<file path="src/rtl/drv_sel_pkg.sv">
package drv_sel_pkg;
   typedef enum logic [1:0] {
      MODE_SER_A = 2'b00,
      MODE_SER_B = 2'b01,
      MODE_PIN   = 2'b10,
      MODE_AND   = 2'b11
   } chan_mode_e;

   typedef enum logic [1:0] {
      WSEL_SER  = 2'd0,
      WSEL_MODE = 2'd1,
      WSEL_PAIR = 2'd2,
      WSEL_RSVD = 2'd3
   } wsel_e;

   localparam logic [1:0] MODE_RESET = MODE_PIN;
endpackage

</file>
<file path="src/rtl/drv_sel_regs.sv">
module drv_sel_regs
   import drv_sel_pkg::*;
#(
   parameter int N_CH = 10,
   localparam int DW  = 2 * N_CH,
   localparam int PW  = N_CH - 1
) (
   input  logic          clk,
   input  logic          rst_n,
   input  logic          wr_en,
   input  logic [1:0]    wr_sel,
   input  logic [DW-1:0] wr_data,
   output logic [N_CH-1:0] ser_q,
   output logic [DW-1:0] mode_q,
   output logic [PW-1:0] pair_q
);
   always_ff @(posedge clk or negedge rst_n) begin
      if (!rst_n) begin
         ser_q  <= '0;
         mode_q <= {N_CH{MODE_RESET}};
         pair_q <= '0;
      end else if (wr_en) begin
         case (wsel_e'(wr_sel))
            WSEL_SER:  ser_q  <= wr_data[N_CH-1:0];
            WSEL_MODE: mode_q <= wr_data;
            WSEL_PAIR: pair_q <= wr_data[PW-1:0];
            default:   ;
         endcase
      end
   end

   AST_IDLE_HOLD: assert property (@(posedge clk) disable iff (!rst_n)
      !wr_en |=> $stable(ser_q) && $stable(mode_q) && $stable(pair_q));

   AST_RSVD_HOLD: assert property (@(posedge clk) disable iff (!rst_n)
      (wr_en && wr_sel == 2'd3) |=> $stable(ser_q) && $stable(mode_q) && $stable(pair_q));
endmodule

</file>
<file path="src/rtl/drv_sel_mix.sv">
module drv_sel_mix
   import drv_sel_pkg::*;
#(
   parameter int N_CH = 10,
   localparam int DW  = 2 * N_CH
) (
   input  logic [N_CH-1:0] pin,
   input  logic [N_CH-1:0] ser,
   input  logic [DW-1:0]   mode,
   output logic [N_CH-1:0] cmd
);
   for (genvar i = 0; i < N_CH; i++) begin : g_ch
      always_comb begin
         case (chan_mode_e'(mode[2*i +: 2]))
            MODE_AND:   cmd[i] = pin[i] & ser[i];
            MODE_PIN:   cmd[i] = pin[i];
            MODE_SER_A,
            MODE_SER_B: cmd[i] = ser[i];
            default:    cmd[i] = 1'b0;
         endcase
      end
   end
endmodule

</file>
<file path="src/rtl/drv_sel_pair.sv">
module drv_sel_pair #(
   parameter int N_CH    = 10,
   parameter bit PAIR_EN = 1'b1,
   localparam int PW     = N_CH - 1
) (
   input  logic [N_CH-1:0] cmd,
   input  logic [PW-1:0]   pair,
   output logic [N_CH-1:0] eff
);
   if (PAIR_EN) begin : g_chain
      always_comb begin
         eff[0] = cmd[0];
         for (int i = 1; i < N_CH; i++)
            eff[i] = pair[i-1] ? eff[i-1] : cmd[i];
      end
   end else begin : g_flat
      assign eff = cmd;
   end
endmodule

</file>
<file path="src/rtl/drive_select.sv">
module drive_select #(
   parameter int N_CH    = 10,
   parameter bit PAIR_EN = 1'b1,
   localparam int DW     = 2 * N_CH,
   localparam int PW     = N_CH - 1
) (
   input  logic            clk,
   input  logic            rst_n,
   input  logic            en,
   input  logic [N_CH-1:0] pin_in,
   input  logic            wr_en,
   input  logic [1:0]      wr_sel,
   input  logic [DW-1:0]   wr_data,
   output logic [N_CH-1:0] drive_req
);
   if (N_CH < 2 || N_CH > 16) begin : g_bad_nch
      $error("drive_select: N_CH must lie in 2..16");
   end

   logic [N_CH-1:0] ser_q;
   logic [DW-1:0]   mode_q;
   logic [PW-1:0]   pair_q;
   logic [N_CH-1:0] cmd;
   logic [N_CH-1:0] eff;

   drv_sel_regs #(.N_CH(N_CH)) u_regs (
      .clk(clk), .rst_n(rst_n), .wr_en(wr_en), .wr_sel(wr_sel), .wr_data(wr_data),
      .ser_q(ser_q), .mode_q(mode_q), .pair_q(pair_q)
   );

   drv_sel_mix #(.N_CH(N_CH)) u_mix (
      .pin(pin_in), .ser(ser_q), .mode(mode_q), .cmd(cmd)
   );

   drv_sel_pair #(.N_CH(N_CH), .PAIR_EN(PAIR_EN)) u_pair (
      .cmd(cmd), .pair(pair_q), .eff(eff)
   );

   always_ff @(posedge clk or negedge rst_n) begin
      if (!rst_n) drive_req <= '0;
      else        drive_req <= en ? eff : '0;
   end

   AST_EN_OFF: assert property (@(posedge clk) disable iff (!rst_n)
      !en |=> drive_req == '0);

   for (genvar i = 0; i < N_CH; i++) begin : g_chk
      logic self_src;
      if (i == 0) begin : g_first
         assign self_src = 1'b1;
      end else begin : g_rest
         assign self_src = !(PAIR_EN && pair_q[i-1]);
         if (PAIR_EN) begin : g_pc
            AST_PAIR_COPY: assert property (@(posedge clk) disable iff (!rst_n)
               (en && pair_q[i-1]) |=> drive_req[i] == drive_req[i-1]);
         end
      end

      AST_PIN_LOW: assert property (@(posedge clk) disable iff (!rst_n)
         (en && self_src && mode_q[2*i+1] && !pin_in[i]) |=> !drive_req[i]);

      AST_SER_ONLY: assert property (@(posedge clk) disable iff (!rst_n)
         (en && self_src && !mode_q[2*i+1]) |=> drive_req[i] == $past(ser_q[i]));
   end
endmodule

</file>
<file path="config.mk">
export PLATFORM = sky130hd
export DESIGN_NAME = drive_select
export DESIGN_NICKNAME = d
export VERILOG_FILES = /design/src/rtl/drv_sel_pkg.sv /design/src/rtl/drv_sel_regs.sv /design/src/rtl/drv_sel_mix.sv /design/src/rtl/drv_sel_pair.sv /design/src/rtl/drive_select.sv
export SDC_FILE = /design/constraint.sdc
export NUM_CORES = 1
export LEC_CHECK = 0
export ABC_CLOCK_PERIOD_IN_PS = 1700
export BUFFER_PORTS_ARGS = -buffer_cell sky130_fd_sc_hd__buf_4
export CAP_MARGIN = 0
export CORE_AREA = 4 4 69 71
export DETAILED_ROUTE_END_ITERATION = 16
export DIE_AREA = 0 0 73 75
export HOLD_SLACK_MARGIN = 0.05
export PLACE_DENSITY = 0.76
export REMOVE_ABC_BUFFERS = 1
export SLEW_MARGIN = 25
export SYNTH_ARGS = -nofsm -noshare
export SYNTH_HDL_FRONTEND = slang
export SYNTH_SLANG_ARGS = --single-unit
</file>
<file path="constraint.sdc">
create_clock -name clk -period 1.7 [get_ports clk]
set_input_delay 0.17 -clock clk [delete_from_list [all_inputs] [get_ports clk]]
set_output_delay 0.17 -clock clk [all_outputs]
set_load 0.05 [all_outputs]
</file>
==> results of run 1 <==
[cell usage in the layout, fill, tap and decap left out]
| master | instances |
|---|---|
| a2111oi_0 | 1 |
| a21oi_1 | 9 |
| a31o_1 | 1 |
| a31oi_1 | 1 |
| a41oi_2 | 1 |
| and2_1 | 2 |
| and3_2 | 1 |
| buf_4 | 48 |
| bufinv_16 | 1 |
| clkbuf_1 | 1 |
| clkbuf_8 | 6 |
| dfrtp_1 | 39 |
| dfstp_2 | 10 |
| dlygate4sd3_1 | 1 |
| inv_1 | 14 |
| mux2_2 | 39 |
| nand2_1 | 5 |
| nand2b_1 | 3 |
| nand3_1 | 2 |
| nand3b_1 | 4 |
| nand4b_1 | 1 |
| nor2_1 | 5 |
| nor2b_1 | 5 |
| nor2b_4 | 2 |
| nor3b_1 | 2 |
| o2111ai_2 | 2 |
| o211ai_1 | 1 |
| o21ai_0 | 2 |
| o21ai_2 | 1 |
| o21bai_1 | 1 |
| o221ai_1 | 2 |
| o221ai_2 | 1 |
| o22ai_2 | 1 |
| or2_2 | 1 |
[timing repair]
item / 4_1_cts / 5_1_grt
hold endpoints to repair: 39 / 0
setup endpoints to repair: 0 / 2
setup buffers: 0 / 1
hold buffers: 1 / 0
resized for setup: 0 / 2
[final timing paths]
check	cells after the start	to	from	slack [ns]
setup / recovery	6	drive_req[9]	u_regs.mode_q[5]	0.09
hold / removal	2	u_regs.mode_q[19]	wr_data[19]	0.10
setup reg to reg	6	drive_req[9]	u_regs.mode_q[5]	0.09
hold reg to reg	1	u_regs.mode_q[8]	u_regs.mode_q[8]	0.50
max in group asynchronous	2	u_regs.ser_q[1]	rst_n	0.88
min in group asynchronous	2	drive_req[7]	rst_n	0.42
[cell families after synthesis]
family | count (synthesis) | synth area share (%)
buffers and inverters | 17 | 3.17
AO/OA/AOI/OAI | 24 | 8.62
AND/OR/NAND/NOR | 33 | 9.61
multiplexers | 39 | 20.6
flip-flops | 49 | 58.0
[power by group through the flow]
stage / combinational, mW / sequential [mW] / clock (mW)
3_3_place_gp: 0.794 / 1.57 / 0
4_1_cts: 0.821 / 1.57 / 0.864
5_1_grt: 0.906 / 1.60 / 0.900
3_5_place_dp: 0.817 / 1.59 / 0
6_report: 0.828 / 1.57 / 0.837
2_1_floorplan: 0.400 / 1.72 / 0
[state kept, by name (all words and copies together), names as in the netlist]
signal / cells
drive_req: 10
u_regs.ser_q: 10
u_regs.mode_q: 20
u_regs.pair_q: 9
[cell type report]
type                    count  area (µm²)  share of cell area (%)
inverters                  14        52.6                    1.96
flip-flops and latches     49        1240                    46.2
clock inverters             1        30.0                    1.12
clock buffers               7        86.3                    3.22
repair buffers             49         370                    13.8
well taps                  52        65.1                    2.43
multi-input cells          96         838                    31.3
[critical path, cell delays in order, from the launching register on]
cell	delay (ns)
dfstp_2	0.55
inv_1	0.05
o221ai_2	0.22
nand4b_1	0.16
a41oi_2	0.23
o21ai_2	0.09
a31o_1	0.22
[metal layers]
layer | GRT usage, % | vias to the layer above | share of wire, %
met4 | 3.69 | 0 | 0.80
li1 | - | 679 | -
met2 | 28.7 | 27 | 52
met1 | 19.7 | 699 | 42
met3 | 4.27 | 4 | 4.9
met5 | 0 | - | 0
[stage by stage]
stage                     utilization [%]  instances  setup slack [ns]  cell area, µm²  hold WS, ns
final                                63.3        268            0.0918            2680        0.100
after global routing                 63.3        268           -0.0217            2680       0.0985
after CTS                            62.9        267            0.0738            2660       0.0977
after global placement               59.9        258             0.137            2540        0.203
after detailed placement             59.9        258            0.0929            2540        0.223
after floorplan                         -        159             0.185            2120       -0.126
==> impl_metrics.json, run 1 <==
{
  "status": "completed",
  "place_congestion": 0.807,
  "cp.arrival_ns": 1.80,
  "synth_area_leaders": "dfrtp_1, mux2_2, dfstp_2, inv_1, a21oi_1",
  "netlist_instances": 162,
  "ys_types": 30,
  "grt_overflow_total": 0,
  "p_switching_mw": 0.934,
  "drive_gt1_share_pct": 52.8,
  "power.density_nw_per_um2": 1210,
  "cts_max_path_buffers": 2,
  "cp-end-kind": "flop",
  "required_ns": 1.89,
  "grt_use_total_pct": 16.1,
  "worst_pin_slew_ns": 0.595,
  "coreArea_um2": 4230,
  "fin_setup_tns_ns": 0,
  "p_int_mw": 2.30,
  "layout.nets": 251,
  "vdd_drop_max_mv": 0.624,
  "drc": 0,
  "root_buffer": "clkbuf_8",
  "cts_tree": "yes",
  "antenna_left": 0,
  "p_clk_share_pct": 25.9,
  "routedWlPerCell_um": 15.4,
  "synthFlopType": "dfrtp_1",
  "antenna_found_initial": 0,
  "slew_viol_final": 0,
  "async_flop_share_pct": 100,
  "yosys_warnings": 0,
  "fin_crit_sh_pct": 94.6,
  "synth_top_area_share_pct": 45.7,
  "dieArea_um2": 5480,
  "hold_violations": 0,
  "synth_area_um2": 2130,
  "yosysTopAreaCell": "dfrtp_1",
  "drt_iter0_drc": 80,
  "synth-seq-area-share_pct": 58.0,
  "clkLatencyLatePin_ns": 0.29,
  "grt_pass1_wl_um": 6800,
  "io_pins": 46,
  "port-buffer-count": 45,
  "p_leak_nw": 1.23,
  "drtPass1Iterations": 4,
  "grt_max_degree": 50,
  "fmax_ghz": 0.622,
  "initial_utilization_pct": 50.4,
  "power_mw": 3.23,
  "grt_pass1_vias": 1484,
  "crit_type": "reg -> reg",
  "drt-vias-per-instance": 5.26,
  "setup_viol": 0,
  "n_fill_cell": 322,
  "synth_edf_count": 0,
  "htreeDepth": 2,
  "wirelength_um": 4120,
  "die_y_um": 75,
  "hpwl_um": 3050,
  "vias": 1409,
  "crit_path_max_fanout": 3,
  "ys_ff_latch": 49,
  "finClkSkew_ns": 0.00782,
  "min_period_ns": 1.61,
  "core.rowCount": 24,
  "slew_headroom_pct": 60.3,
  "die_w_um": 73,
  "p_seq_share_pct": 48.5,
  "drv_cap": 0,
  "switching_share_pct": 28.9,
  "cts_made_buffers": 5,
  "synthTopCellsByCount": "dfrtp_1, mux2_2, inv_1, dfstp_2, a21oi_1",
  "cp-start-kind": "flop",
  "cts_sinks": 49,
  "areaGrowthSynthToFinish_pct": 25.6,
  "combPwrFrac_pct": 25.6,
  "min_path_type": "in -> reg",
  "avgSynthCellArea_um2": 13.2,
  "cts.clk_slew.worst_paths_ns": 0.09,
  "n_antenna_cell": 0
}
Note: power is estimated with default switching activity, not from simulation.
==> inputs of run 2 (changes only) <==
--- a/config.mk
+++ b/config.mk
@@ -13,2 +13,3 @@
 export DIE_AREA = 0 0 73 75
+export GPL_TIMING_DRIVEN = 0
 export HOLD_SLACK_MARGIN = 0.05
--- a/constraint.sdc
+++ b/constraint.sdc
@@ -3,2 +3,2 @@
 set_output_delay 0.17 -clock clk [all_outputs]
-set_load 0.05 [all_outputs]
+set_load 0.02 [all_outputs]
==> impl_metrics.json, run 2 (same netlist as run 1, synthesis figures left out) <==
{
  "crit_type": "reg -> reg",
  "multiInputGateArea_um2": 837,
  "fin_crit_sh_pct": 99.7,
  "drive_gt1_share_pct": 53.2,
  "dieArea_um2": 5480,
  "worst_pin_slew_ns": 0.588,
  "combPwrFrac_pct": 23.4,
  "min_period_ns": 1.69,
  "min_path_type": "in -> reg",
  "setup_viol": 0,
  "cp-start-kind": "flop",
  "p_clk_share_pct": 26.0,
  "drc": 0,
  "vias": 1426,
  "p_seq_share_pct": 50.6,
  "p_switching_mw": 0.849,
  "core.rowCount": 24,
  "port-buffer-count": 45,
  "rsz0062_at_grt": "yes",
  "vdd_drop_max_mv": 0.644,
  "drv_cap": 0,
  "switching_share_pct": 27.3,
  "drtPass1Iterations": 4,
  "grt_pass1_wl_um": 7070,
  "gr-usage-met3_pct": 4.67,
  "post-route-cell-area_um2": 2680,
  "clkLatencyLatePin_ns": 0.30,
  "fmax_ghz": 0.590,
  "n_antenna_cell": 0,
  "initial_utilization_pct": 50.4,
  "antenna_left": 0,
  "hold_violations": 0,
  "layout_common_cells": "buf_4, mux2_2, dfrtp_1",
  "final_common_cell": "buf_4",
  "cp-startpoint": "u_regs.mode_q[5]",
  "power.density_nw_per_um2": 1160,
  "slew_headroom_pct": 60.8,
  "routedWlPerCell_um": 16.5,
  "cp-end-kind": "flop",
  "cp.arrival_ns": 1.89,
  "largest-register": "u_regs.mode_q",
  "placed_area_um2": 2530,
  "grt_use_total_pct": 17.5,
  "layout.nets": 251,
  "hold_path.startpoint": "wr_data[11]",
  "grt_busiest_layer": "met2",
  "n_fill_cell": 316,
  "cts.clk_slew.worst_paths_ns": 0.09,
  "place_congestion": 0.789,
  "slew_viol_final": 0,
  "top_regs": "u_regs.mode_q: 20 flops, drive_req: 10 flops, u_regs.ser_q: 10 flops",
  "antenna_found_initial": 0,
  "met1_usage_pct": 20.6,
  "cts_max_path_buffers": 2,
  "met2_usage_pct": 31.2,
  "p_int_mw": 2.26,
  "hpwl_um": 3310,
  "cts_sinks": 49,
  "largest_reg_flops": 20,
  "areaGrowthSynthToFinish_pct": 25.7,
  "drt-vias-per-instance": 5.32,
  "die_w_um": 73,
  "coreArea_um2": 4230,
  "seqCellArea_um2": 1240,
  "grt_pass1_vias": 1476,
  "status": "completed",
  "finClkSkew_ns": 0.00942,
  "cts_tree": "yes",
  "cts_made_buffers": 5,
  "crit_path_max_fanout": 3,
  "grt_overflow_total": 0,
  "r2r_start": "u_regs.mode_q[5]",
  "required_ns": 1.90,
  "root_buffer": "clkbuf_8",
  "die_y_um": 75,
  "htreeDepth": 2,
  "io_pins": 46,
  "grt_max_degree": 50,
  "drt_iter0_drc": 82,
  "final_util_pct": 63.4,
  "wirelength_um": 4430,
  "p_leak_nw": 1.23
}
run 2: worst max-delay path, stage by stage (launching register included):
cell and delay [ns]:
dfstp_2 0.56, inv_2 0.04, o221ai_2 0.21, nand4b_1 0.19, a41oi_2 0.31, o21ai_2 0.10, a31o_1 0.18
run 2: cell type report:
class,instances,share of cell area [%]
Clock buffer,6,2.71
Clock inverter,2,1.45
Inverter,14,1.96
Multi-Input combinational cell,96,31.2
Sequential cell,49,46.2
Tap cell,52,2.43
Timing Repair Buffer,49,14.1
run 2: final timing paths:
path | slack (ns) | cells past startpoint | to
worst max-delay path | 0.005 | 6 | drive_req[9]
worst min register to register | 0.52 | 1 | u_regs.mode_q[14]
worst max register to register | 0.005 | 6 | drive_req[9]
min in group asynchronous | 0.42 | 2 | u_regs.mode_q[18]
max in group asynchronous | 0.88 | 2 | u_regs.pair_q[0]
worst min-delay path | 0.1 | 2 | u_regs.mode_q[11]
run 2: per-layer routing:
metal | part of all wire, % | vias to the layer above
met3 | 3.9 | 5
met4 | 1.2 | 0
met1 | 40 | 726
li1 | - | 670
met2 | 55 | 25
met5 | 0 | -
run 2: through the flow:
stage               setup slack, ns  hold slack, ns  power, mW  setup TNS, ns  cells
global route                -0.0536          0.0859       3.28        -0.0914    268
CTS                         0.00171          0.0880       3.13              0    266
detailed placement           -0.132           0.218       2.30          -1.98    257
finish                      0.00534          0.0987       3.11              0    268
global placement             -0.563           0.204       2.25          -6.05    256
floorplan                     0.185          -0.126       2.01              0    159
run 2: power by group through the flow:
| stage | Sequential (mW) | Clock [mW] | Combinational (mW) |
|---|---|---|---|
| floorplan | 1.61 | 0 | 0.400 |
| global placement | 1.57 | 0 | 0.676 |
| detailed placement | 1.59 | 0 | 0.710 |
| CTS | 1.57 | 0.835 | 0.724 |
| global route | 1.60 | 0.883 | 0.795 |
| finish | 1.57 | 0.807 | 0.726 |
run 2: timing repair:
item	in CTS	in global routing
setup endpoints to repair	1	3
hold buffers	1	0
gates resized for setup	1	1
pin swaps	2	6
setup buffers	0	1
endpoints found under the hold margin	39	0
==> inputs of run 3 (changes only) <==
Settings changed: ABC_AREA set to 1, CORE_AREA 4 4 69 71 to 4 4 68 70, DIE_AREA 0 0 73 75 to 0 0 72 74.
==> impl_metrics.json, run 3 <==
{
  "status": "completed",
  "synth_area_um2": 2060,
  "cts_max_path_buffers": 2,
  "synthAdderAreaFrac_pct": 0,
  "required_ns": 1.93,
  "ys_ff_latch": 49,
  "dp.cells": 308,
  "drive_gt1_share_pct": 30.3,
  "hpwl_um": 2730,
  "dieArea_um2": 5330,
  "drtPass1Iterations": 4,
  "drt_iter0_drc": 66,
  "areaGrowthSynthToFinish_pct": 23.0,
  "n_fill_cell": 363,
  "yosysMostFrequentCell": "nand2_1",
  "top_regs": "u_regs.mode_q: 20 flops, drive_req: 10 flops, u_regs.ser_q: 10 flops",
  "clkLatencyLatePin_ns": 0.30,
  "finClkSkew_ns": 0.00798,
  "avgSynthCellArea_um2": 9.41,
  "die_y_um": 74,
  "ys_types": 22,
  "vias": 1532,
  "cp-end-kind": "flop",
  "cts_made_buffers": 5,
  "layout_common_cells": "buf_4, nand2_1, dfrtp_1",
  "synth_top_family_by_area": "simple AND/OR/NAND/NOR gates",
  "min_period_ns": 1.59,
  "fin_cells": 317,
  "cts.clk_slew.worst_paths_ns": 0.08,
  "drt-vias-per-instance": 4.83,
  "synthFlopType": "dfrtp_1",
  "grt_max_degree": 50,
  "synth_area_leaders": "dfrtp_1, dfstp_2, nand2_1, o21ai_0, inv_1",
  "port-buffer-count": 45,
  "grt_pass1_wl_um": 6480,
  "worst_pin_slew_ns": 0.678,
  "synth_compound_area_share_pct": 13.6,
  "synth_edf_count": 0,
  "antenna_found_initial": 0,
  "hold_violations": 0,
  "drc": 0,
  "seqCellArea_um2": 1240,
  "antenna_left": 0,
  "largest_reg_flops": 20,
  "setup_viol": 0,
  "largest-register": "u_regs.mode_q",
  "cts_tree": "yes",
  "htreeDepth": 2,
  "root_buffer": "clkbuf_8",
  "n_antenna_cell": 0,
  "crit_type": "reg -> reg",
  "cts_sinks": 49,
  "final_common_cell": "buf_4",
  "wirelength_um": 3920,
  "core.rowCount": 23,
  "min_path_type": "in -> reg",
  "synth-xor-area-share_pct": 0,
  "yosysTopAreaCell": "dfrtp_1",
  "post_cts_buffers": 0,
  "rsz0062_at_grt": "no",
  "async_flop_share_pct": 100,
  "cp-start-kind": "flop",
  "yosys_warnings": 0,
  "die_w_um": 72,
  "cp.arrival_ns": 1.82,
  "grt_pass1_vias": 1496,
  "slew_headroom_pct": 54.7,
  "synth_top_area_share_pct": 47.4,
  "p_leak_nw": 1.30,
  "coreArea_um2": 3970,
  "slew_viol_final": 0,
  "initial_utilization_pct": 51.9,
  "grt_overflow_total": 0,
  "routedWlPerCell_um": 12.4,
  "vdd_drop_max_mv": 0.583,
  "synthTopCellsByCount": "nand2_1, dfrtp_1, inv_1, nor2_1, o21ai_0",
  "multiInputGateArea_um2": 689,
  "place_congestion": 0.732,
  "grt_use_total_pct": 16.1,
  "netlist_instances": 219,
  "ctsHoldBuffers": 1,
  "fin_crit_sh_pct": 93.3,
  "synth.mux.area_fraction_pct": 2.73,
  "cts_resized": 0,
  "synth-seq-area-share_pct": 60.1,
  "power.density_nw_per_um2": 1080,
  "crit_path_max_fanout": 2,
  "drv_cap": 0,
  "fmax_ghz": 0.630,
  "layout.nets": 302,
  "synthSimpleGateAreaFrac_pct": 17.0,
  "power_mw": 2.74,
  "io_pins": 46
}
-- run 3: cell types whose count changed after synthesis, moves of 6 or more --
| cell | delta |
|---|---|
| clkbuf_1 | +6 |
| mux2_2 | -39 |
| o21ai_1 | +9 |
| nand3_2 | +7 |
| inv_1 | +10 |
| nor2_1 | +19 |
| o21ai_0 | +18 |
| nand2_1 | +38 |
-- run 3: power breakdown --
part | switching [mW] | total [mW] | leakage (nW) | internal [mW]
Combinational | 0.326 | 0.595 | 0.657 | 0.269
Sequential | 0.108 | 1.49 | 0.593 | 1.38
Clock | 0.370 | 0.656 | 0.0450 | 0.286
-- run 3: per-stage QoR --
stage / worst slack [ns] / hold slack [ns] / instance area, µm² / utilization (%) / setup TNS, ns
2_1_floorplan: 0.261 / -0.126 / 2040 / - / 0
3_3_place_gp: -0.0903 / 0.215 / 2440 / 61.4 / -0.392
3_5_place_dp: 0.118 / 0.218 / 2440 / 61.5 / 0
4_1_cts: 0.0962 / 0.0730 / 2530 / 63.8 / 0
5_1_grt: 0.00665 / 0.0736 / 2530 / 63.8 / 0
6_report: 0.113 / 0.0781 / 2530 / 63.8 / 0
-- run 3: path summary, 6_finish.rpt --
| path | from | cells after the start | slack, ns | to |
|---|---|---|---|---|
| min | wr_data[18] | 2 | 0.08 | u_regs.mode_q[18] |
| max | u_regs.mode_q[5] | 12 | 0.11 | drive_req[9] |
| min reg2reg | u_regs.mode_q[11] | 2 | 0.47 | u_regs.mode_q[11] |
| max in group asynchronous | rst_n | 2 | 0.88 | u_regs.ser_q[9] |
| max reg2reg | u_regs.mode_q[5] | 12 | 0.11 | drive_req[9] |
| min in group asynchronous | rst_n | 2 | 0.43 | drive_req[6] |
-- run 3: per-layer routing --
layer  up-vias  wire length [µm]  global-route usage [%]
met5         -                 0                       0
met4         0                65                    5.64
met3         6               244                    4.59
met2        41              1920                    29.2
met1       697              1680                    18.2
li1        788                 -                       -
-- run 3: worst max-delay path, stage by stage, from the launching register on --
cell,delay [ns]
dfstp_2,0.54
inv_2,0.04
nor2_2,0.06
nor2_1,0.05
o21bai_2,0.16
nand3_2,0.11
nand3_2,0.08
nand3_2,0.08
nand3_2,0.09
nand3_2,0.08
nand3_2,0.07
nand2_2,0.06
a21oi_2,0.10
-- run 3: cell type report --
class | instances | area share [%]
Tap cell | 50 | 2.47
Multi-Input combinational cell | 134 | 27.2
Clock buffer | 6 | 2.86
Timing Repair Buffer | 46 | 13.7
Sequential cell | 49 | 48.9
Inverter | 30 | 4.44
Clock inverter | 2 | 0.395
-- run 3: cells by family after synthesis --
kind of cell,after synthesis
multiplexers,5
AO/OA/AOI/OAI,50
buffers and inverters,36
flip-flops,49
AND/OR/NAND/NOR,79
